### config.mk
export PLATFORM = sky130hd
export DESIGN_NAME = addr_pin_decoder
export DESIGN_NICKNAME = d
export VERILOG_FILES = /design/src/rtl/apd_pkg.sv /design/src/rtl/apd_ctrl.sv /design/src/rtl/apd_datapath.sv /design/src/rtl/addr_pin_decoder.sv
export SDC_FILE = /design/constraint.sdc
export NUM_CORES = 1
export LEC_CHECK = 0
export ABC_CLOCK_PERIOD_IN_PS = 2110
export BUFFER_PORTS_ARGS = -buffer_cell sky130_fd_sc_hd__buf_2
export CORE_MARGIN = 1.5
export CORE_UTILIZATION = 51
export CTS_BUF_LIST = sky130_fd_sc_hd__clkbuf_8 sky130_fd_sc_hd__clkbuf_16
export CTS_CLUSTER_DIAMETER = 60
export DETAILED_ROUTE_END_ITERATION = 8
export GPL_TIMING_DRIVEN = 0
export PLACE_DENSITY = 0.79
export SLEW_MARGIN = 20
export SYNTH_ARGS = -nofsm -noshare
export SYNTH_HDL_FRONTEND = slang
export SYNTH_HIERARCHICAL = 1
export SYNTH_SLANG_ARGS = --single-unit
### constraint.sdc
create_clock -name clk -period 2.11 [get_ports clk]
set_input_delay 0.1055 -clock clk [delete_from_list [all_inputs] [get_ports clk]]
set_output_delay 0.1055 -clock clk [all_outputs]
set_load 0.005 [all_outputs]
### src/rtl/apd_pkg.sv
package apd_pkg;
  typedef enum logic [1:0] {
    PC_GND = 2'd0,
    PC_VDD = 2'd1,
    PC_SCL = 2'd2,
    PC_SDA = 2'd3
  } pinClass_e;

  typedef struct packed {
    logic clear;
    logic sample;
    logic commit;
  } ctrlStb_t;

  // the upper pin's code is the lower pin's code with its top bit inverted
  localparam logic [1:0] UPPER_FLIP = 2'b10;
endpackage

### src/rtl/apd_ctrl.sv
module apd_ctrl
  import apd_pkg::*;
(
  input  logic     clk,
  input  logic     rstN,
  input  logic     busStart,
  input  logic     busStop,
  input  logic     sampleStb,
  output ctrlStb_t stb
);
  logic inTx;
  logic anySample;

  always_comb begin
    stb.clear  = busStart && !inTx;
    stb.sample = inTx && sampleStb && !busStop;
    stb.commit = inTx && busStop && anySample;
  end

  always_ff @(posedge clk or negedge rstN) begin
    if (!rstN) begin
      inTx      <= 1'b0;
      anySample <= 1'b0;
    end else begin
      if (busStop) inTx <= 1'b0;
      else if (busStart) inTx <= 1'b1;
      if (stb.clear || busStop) anySample <= 1'b0;
      else if (stb.sample) anySample <= 1'b1;
    end
  end
endmodule

### src/rtl/apd_datapath.sv
module apd_datapath
  import apd_pkg::*;
#(
  parameter int NUM_PINS = 2
) (
  input  logic                    clk,
  input  logic                    rstN,
  input  ctrlStb_t                stb,
  input  logic [NUM_PINS-1:0]     pinIn,
  input  logic                    scl,
  input  logic                    sda,
  output logic [2*NUM_PINS-1:0]   effCode,
  output logic [NUM_PINS-1:0]     clsValid
);
  // bit 0: line seen low, bit 1: line seen high
  logic [1:0] sclSeen;
  logic [1:0] sdaSeen;
  logic       sclToggled;
  logic       sdaToggled;

  assign sclToggled = &sclSeen;
  assign sdaToggled = &sdaSeen;

  always_ff @(posedge clk or negedge rstN) begin
    if (!rstN) begin
      sclSeen <= 2'b00;
      sdaSeen <= 2'b00;
    end else if (stb.clear) begin
      sclSeen <= 2'b00;
      sdaSeen <= 2'b00;
    end else if (stb.sample) begin
      sclSeen <= sclSeen | (scl ? 2'b10 : 2'b01);
      sdaSeen <= sdaSeen | (sda ? 2'b10 : 2'b01);
    end
  end

  for (genvar i = 0; i < NUM_PINS; i++) begin : g_pin
    logic      matchScl;
    logic      matchSda;
    logic      lastLvl;
    logic      validQ;
    pinClass_e clsQ;
    pinClass_e nextCls;

    always_comb begin
      if (matchScl && sclToggled)      nextCls = PC_SCL;
      else if (matchSda && sdaToggled) nextCls = PC_SDA;
      else if (lastLvl)                nextCls = PC_VDD;
      else                             nextCls = PC_GND;
    end

    always_ff @(posedge clk or negedge rstN) begin
      if (!rstN) begin
        matchScl <= 1'b1;
        matchSda <= 1'b1;
        lastLvl  <= 1'b0;
        validQ   <= 1'b0;
        clsQ     <= PC_GND;
      end else begin
        if (stb.clear) begin
          matchScl <= 1'b1;
          matchSda <= 1'b1;
        end else if (stb.sample) begin
          matchScl <= matchScl && (pinIn[i] == scl);
          matchSda <= matchSda && (pinIn[i] == sda);
          lastLvl  <= pinIn[i];
        end
        if (stb.commit) begin
          clsQ   <= nextCls;
          validQ <= 1'b1;
        end
      end
    end

    assign effCode[2*i +: 2] = validQ ? clsQ : (pinIn[i] ? PC_VDD : PC_GND);
    assign clsValid[i]       = validQ;
  end
endmodule

### src/rtl/addr_pin_decoder.sv
module addr_pin_decoder
  import apd_pkg::*;
#(
  parameter int NIBBLE = 4
) (
  input  logic                 clk,
  input  logic                 rstN,
  input  logic                 adrPinLo,
  input  logic                 adrPinHi,
  input  logic                 scl,
  input  logic                 sda,
  input  logic                 busStart,
  input  logic                 busStop,
  input  logic                 sampleStb,
  output logic [3:0]           addrField,
  output logic [2*NIBBLE-1:0]  ioDefault,
  output logic [2*NIBBLE-1:0]  outDefault,
  output logic [2*NIBBLE-1:0]  pullEn
);
  localparam int NUM_PINS = 2;
  localparam int FIELD_W  = 2 * NUM_PINS;

  ctrlStb_t            stb;
  logic [FIELD_W-1:0]  effCode;
  logic [NUM_PINS-1:0] clsValid;

  apd_ctrl u_ctrl (
    .clk       (clk),
    .rstN      (rstN),
    .busStart  (busStart),
    .busStop   (busStop),
    .sampleStb (sampleStb),
    .stb       (stb)
  );

  apd_datapath #(.NUM_PINS(NUM_PINS)) u_dp (
    .clk      (clk),
    .rstN     (rstN),
    .stb      (stb),
    .pinIn    ({adrPinHi, adrPinLo}),
    .scl      (scl),
    .sda      (sda),
    .effCode  (effCode),
    .clsValid (clsValid)
  );

  for (genvar i = 0; i < NUM_PINS; i++) begin : g_enc
    localparam logic [1:0] FLIP = (i == 0) ? 2'b00 : UPPER_FLIP;
    logic nibHigh;
    assign nibHigh = (effCode[2*i +: 2] != PC_GND);
    assign addrField[2*i +: 2]           = effCode[2*i +: 2] ^ FLIP;
    assign ioDefault[i*NIBBLE +: NIBBLE]  = {NIBBLE{nibHigh}};
    assign outDefault[i*NIBBLE +: NIBBLE] = {NIBBLE{nibHigh}};
    assign pullEn[i*NIBBLE +: NIBBLE]     = {NIBBLE{nibHigh}};
  end
endmodule

After elaboration in Yosys (flattened, before gate mapping) --
Index checks and enable logic that the tools add are counted.
Word-level totals: word-level logic and storage cells 73, input port bits 9, flip-flop bits (word level) 17
Cells by class: eq/ne operators 4, multiplexer cells 28, bitwise logic cells 4, reduce and logical (&&, ||, !) cells 24
Operators by type and width (number):
- 2-to-1 mux 2 bit | 12
- 2-to-1 mux 1 bit | 16
- logical AND 1 bit | 13
- nonzero test 2 bit | 5
- AND reduction 2 bit | 3
- equality test 1 bit | 4
- OR 2 bit | 2
- zero test 1 bit | 2
- NOT 1 bit | 2
- logical OR 1 bit | 1

Logic depth before layout (Yosys ltp) --
depth after elaboration 4, depth in mapped cells 4, depth with buffers taken out 4

Modules after synthesis --
Netlist, hierarchy kept.
By module, submodules not included:
- apd_datapath | times used 1, area an instance 700.7 µm², cells an instance 62
- addr_pin_decoder | times used 1, area an instance 196.4 µm², cells an instance 27
- apd_ctrl | times used 1, area an instance 96.3 µm², cells an instance 11

Worst setup path before layout --
OpenSTA, ideal clock, no wires.
kind reg-to-output, from register u_dp.g_pin[1].validQ, to output ioDefault[4], cell stages (with the launch flop) 4, data arrival time 1.250 ns, path slack 0.755 ns, data required time 2.004 ns, cells stage by stage dfrtp_1 -> mux2_2 -> or2_1 -> buf_4
Between the ends: word-level cells in the longest chain between the ends 2
RTL lines:
- start, declared | RTL line apd_datapath.sv:41 | logic validQ;
- start signal, assigned | RTL line apd_datapath.sv:57 | validQ <= 1'b0;
- start signal, assigned | RTL line apd_datapath.sv:70 | validQ <= 1'b1;
- 2-to-1 mux 2 bit | RTL line apd_datapath.sv:75 | assign effCode[2*i +: 2] = validQ ? clsQ : (pinIn[i] ? PC_VDD : PC_GND);
- via addrField[2] | RTL line addr_pin_decoder.sv:15 | output logic [3:0] addrField,
- nonzero test 2 bit | RTL line addr_pin_decoder.sv:50 | assign nibHigh = (effCode[2*i +: 2] != PC_GND);
- end, declared | RTL line addr_pin_decoder.sv:16 | output logic [2*NIBBLE-1:0] ioDefault,
The timed path passes the listed nets, and every way through them passes these cells.

==> impl_metrics.yaml <==
cts:
  cts_inserted_buffers: 3
  clock-root-buffer: "sky130_fd_sc_hd__clkbuf_8"
  clock_sink_count: 17
  insertion_delay_ps: 250
  cts.reportedPaths.clkPinSlew_ps: 60
  cts_max_path_buffers: 2
  cts_post_setup_buffers_inserted: 0
  clock_tree.htree_level_count: 1
  cts_tree: "done"
timing:
  setup_tns_ps: 0
  whs_ps: 53.0
  finClkSkew_ps: 1.77
  maxSlewViolCount: 0
  rsz0062_at_grt: "no"
  final-hold-violation-count: 0
  report.final.setup_viol: 0
  period_share_pct: 83.0
  maxSlewHeadroom_pct: 75.0
  max_clock_freq_mhz: 571
  post_layout_minimum_cycle_time_ps: 1750
  worst_slew_pin_slew_ps: 374
  layout_setup_ws_ps: 360
floorplanning:
  top_level_ports: 37
  rows: 15
  die-width_um: 46.8
  initial_utilization_pct: 55.5
  placeableCoreArea_mm2: 0.00176
  design.die.area_mm2: 0.00219
  die_y_um: 46.8
setup_path:
  maximum_net_fanout_on_the_critical_path: 12
  crit_chain: "mux2_2, or2_1, buf_4, buf_2"
  worst-endpoint-arrival_ps: 1640
  r2r_setup_slack_ps: 590
  number_of_cells_on_the_worst_reg_to_reg_path: 4
  critPathMaxStageDelay_ps: 400
  crit_slowest_cell: "sky130_fd_sc_hd__dfrtp_1"
  cp_data_required_time_ps: 2000
  launching_element_type_of_the_critical_path: "flip-flop"
  origin_of_the_worst_setup_path: "u_dp/g_pin[1].validQ$_DFFE_PN0P_"
  critical_path_start_end_classification: "flip-flop to primary output"
  critical_path.endpoint_type: "primary output"
  reg2reg_from: "u_ctrl/inTx$_DFFE_PN0P_"
power_and_ir_drop:
  seqPwrFrac_pct: 32.5
  p_sw_share_pct: 28.1
  power_per_cell_area_mw_per_mm2: 988
  p_switching_mw: 0.346
  cellInternalPower_mw: 0.884
  power.ir.vdd_worst_mv: 0.564
  combPwrFrac_pct: 48.8
  design_power_total_mw: 1.23
  total_leakage_power_nw: 0.658
  clockPowerShare_pct: 18.7
finish:
  final_cell_area_mm2: 0.00124
  final_cells: 164
  antenna-diode-count: 0
  area_growth_pct: 27.2
  final_net_count: 149
  share_of_final_layout_standard_cells_stronger_than_drive_strength_1_pct: 54.7
  finish.utilization_pct: 70.6
detailed_routing:
  wl_per_cell_um: 11.2
  drc: 0
  drtPass1Iterations: 4
  wl_um: 1830
  dr_total_vias: 790
  postRouteAntennaNets: 0
  drt-vias-per-instance: 4.82
  drt_first_iter_violations: 13
synth:
  postSynthCellCount: 98
  synthesis.nets: 107
  yosys_warnings: 6
  syn-mean-instance-area_um2: 9.98
  synth.cell_area_um2: 978
min_path:
  hold_path_class: "primary input to flip-flop"
  holdCritStartpoint: "busStop"
  min_path_cells: 2
global_routing:
  grtUsageTotal_pct: 17.9
  first_global_vias: 637
  maximum_number_of_pins_on_one_net_before_global_route_repair: 18
  initial_antenna_violation_count: 0
  gr-total-overflow: 0
  grt_first_pass_wirelength_um: 2700
place:
  placedInstanceArea_mm2: 0.00119
  port_buffers: 36
  instance_count_after_placement_with_tap_cells_included: 159
  hpwlAfterDp_um: 1450
  preCtsSetupSlack_ps: 596
  finalWeightedCongestion: 0.689
status:
  outcome: "completed"
run:
  cap_violations: 0
state kept, by name (all words and copies together) (netlist names), 2 cells and up:
name / count
u_dp/g_pin.clsQ: 4
u_dp/g_pin.lastLvl: 2
u_dp/g_pin.matchScl: 2
u_dp/g_pin.matchSda: 2
u_dp/sclSeen: 2
u_dp/sdaSeen: 2
critical path, delay by kind of cell (launching register included):
family	cells	cell delay [ps]
buf+inv	2	310
mux	1	350
flops	1	400
simple gates	1	340
final timing paths:
path	endpoint
min reg2reg	u_dp/g_pin[1].matchScl$_DFFE_PN1P_
max in group asynchronous	u_dp/g_pin[0].matchSda$_DFFE_PN1P_
min in group asynchronous	u_dp/sclSeen[1]$_DFFE_PN0P_
min	u_ctrl/anySample$_DFFE_PN0P_
max reg2reg	u_dp/g_pin[0].lastLvl$_DFFE_PN0P_
max	outDefault[0]
area by class of cell:
type	instances	area (µm²)
clock inverters	1	3.75
flip-flops and latches	17	430
repair buffers	37	190
clock buffers	3	41.3
multi-input cells	51	334
plain buffers	26	199
inverters	4	15.0
fillers	155	519
well taps	25	31.3
layer usage:
layer / routed length (µm) / global-route usage, %
met1: 773 / 21.2
met2: 888 / 31.8
met3: 163 / 3.85
met4: 9 / 6.67
met5: 0 / 0
power groups by stage:
stage	combinational, mW	sequential [mW]	clock (mW)
2_1_floorplan	0.386	0.397	0
3_3_place_gp	0.584	0.404	0
4_1_cts	0.610	0.401	0.235
6_report	0.600	0.400	0.229
5_1_grt	0.667	0.406	0.251
3_5_place_dp	0.607	0.406	0
cell usage in the layout, fill, tap and decap left out:
cell type	instances
sky130_fd_sc_hd__buf_2	36
sky130_fd_sc_hd__buf_4	25
sky130_fd_sc_hd__dfrtp_1	13
sky130_fd_sc_hd__nor2_1	11
sky130_fd_sc_hd__a21oi_1	9
sky130_fd_sc_hd__inv_1	5
sky130_fd_sc_hd__mux2_2	4
sky130_fd_sc_hd__xor2_1	4
sky130_fd_sc_hd__and4_1	4
sky130_fd_sc_hd__dfstp_2	4
sky130_fd_sc_hd__clkbuf_8	3
sky130_fd_sc_hd__nand2b_1	3
sky130_fd_sc_hd__or2_1	2
sky130_fd_sc_hd__and2_1	2
sky130_fd_sc_hd__a211o_1	2
sky130_fd_sc_hd__a31oi_1	2
sky130_fd_sc_hd__a211oi_1	2
sky130_fd_sc_hd__dlygate4sd3_1	1
sky130_fd_sc_hd__nand2_1	1
sky130_fd_sc_hd__and3_1	1
sky130_fd_sc_hd__and2b_2	1
sky130_fd_sc_hd__o21ai_1	1
sky130_fd_sc_hd__nor2b_4	1
sky130_fd_sc_hd__buf_6	1
sky130_fd_sc_hd__or2_2	1
what timing repair did:
item / 4_1_cts / 5_1_grt
setup endpoints to repair: 0 / 0
resized for setup: 0 / 0
endpoints found under the hold margin: 13 / 0
hold buffers: 1 / 0
(Power assumes the default switching activity.)
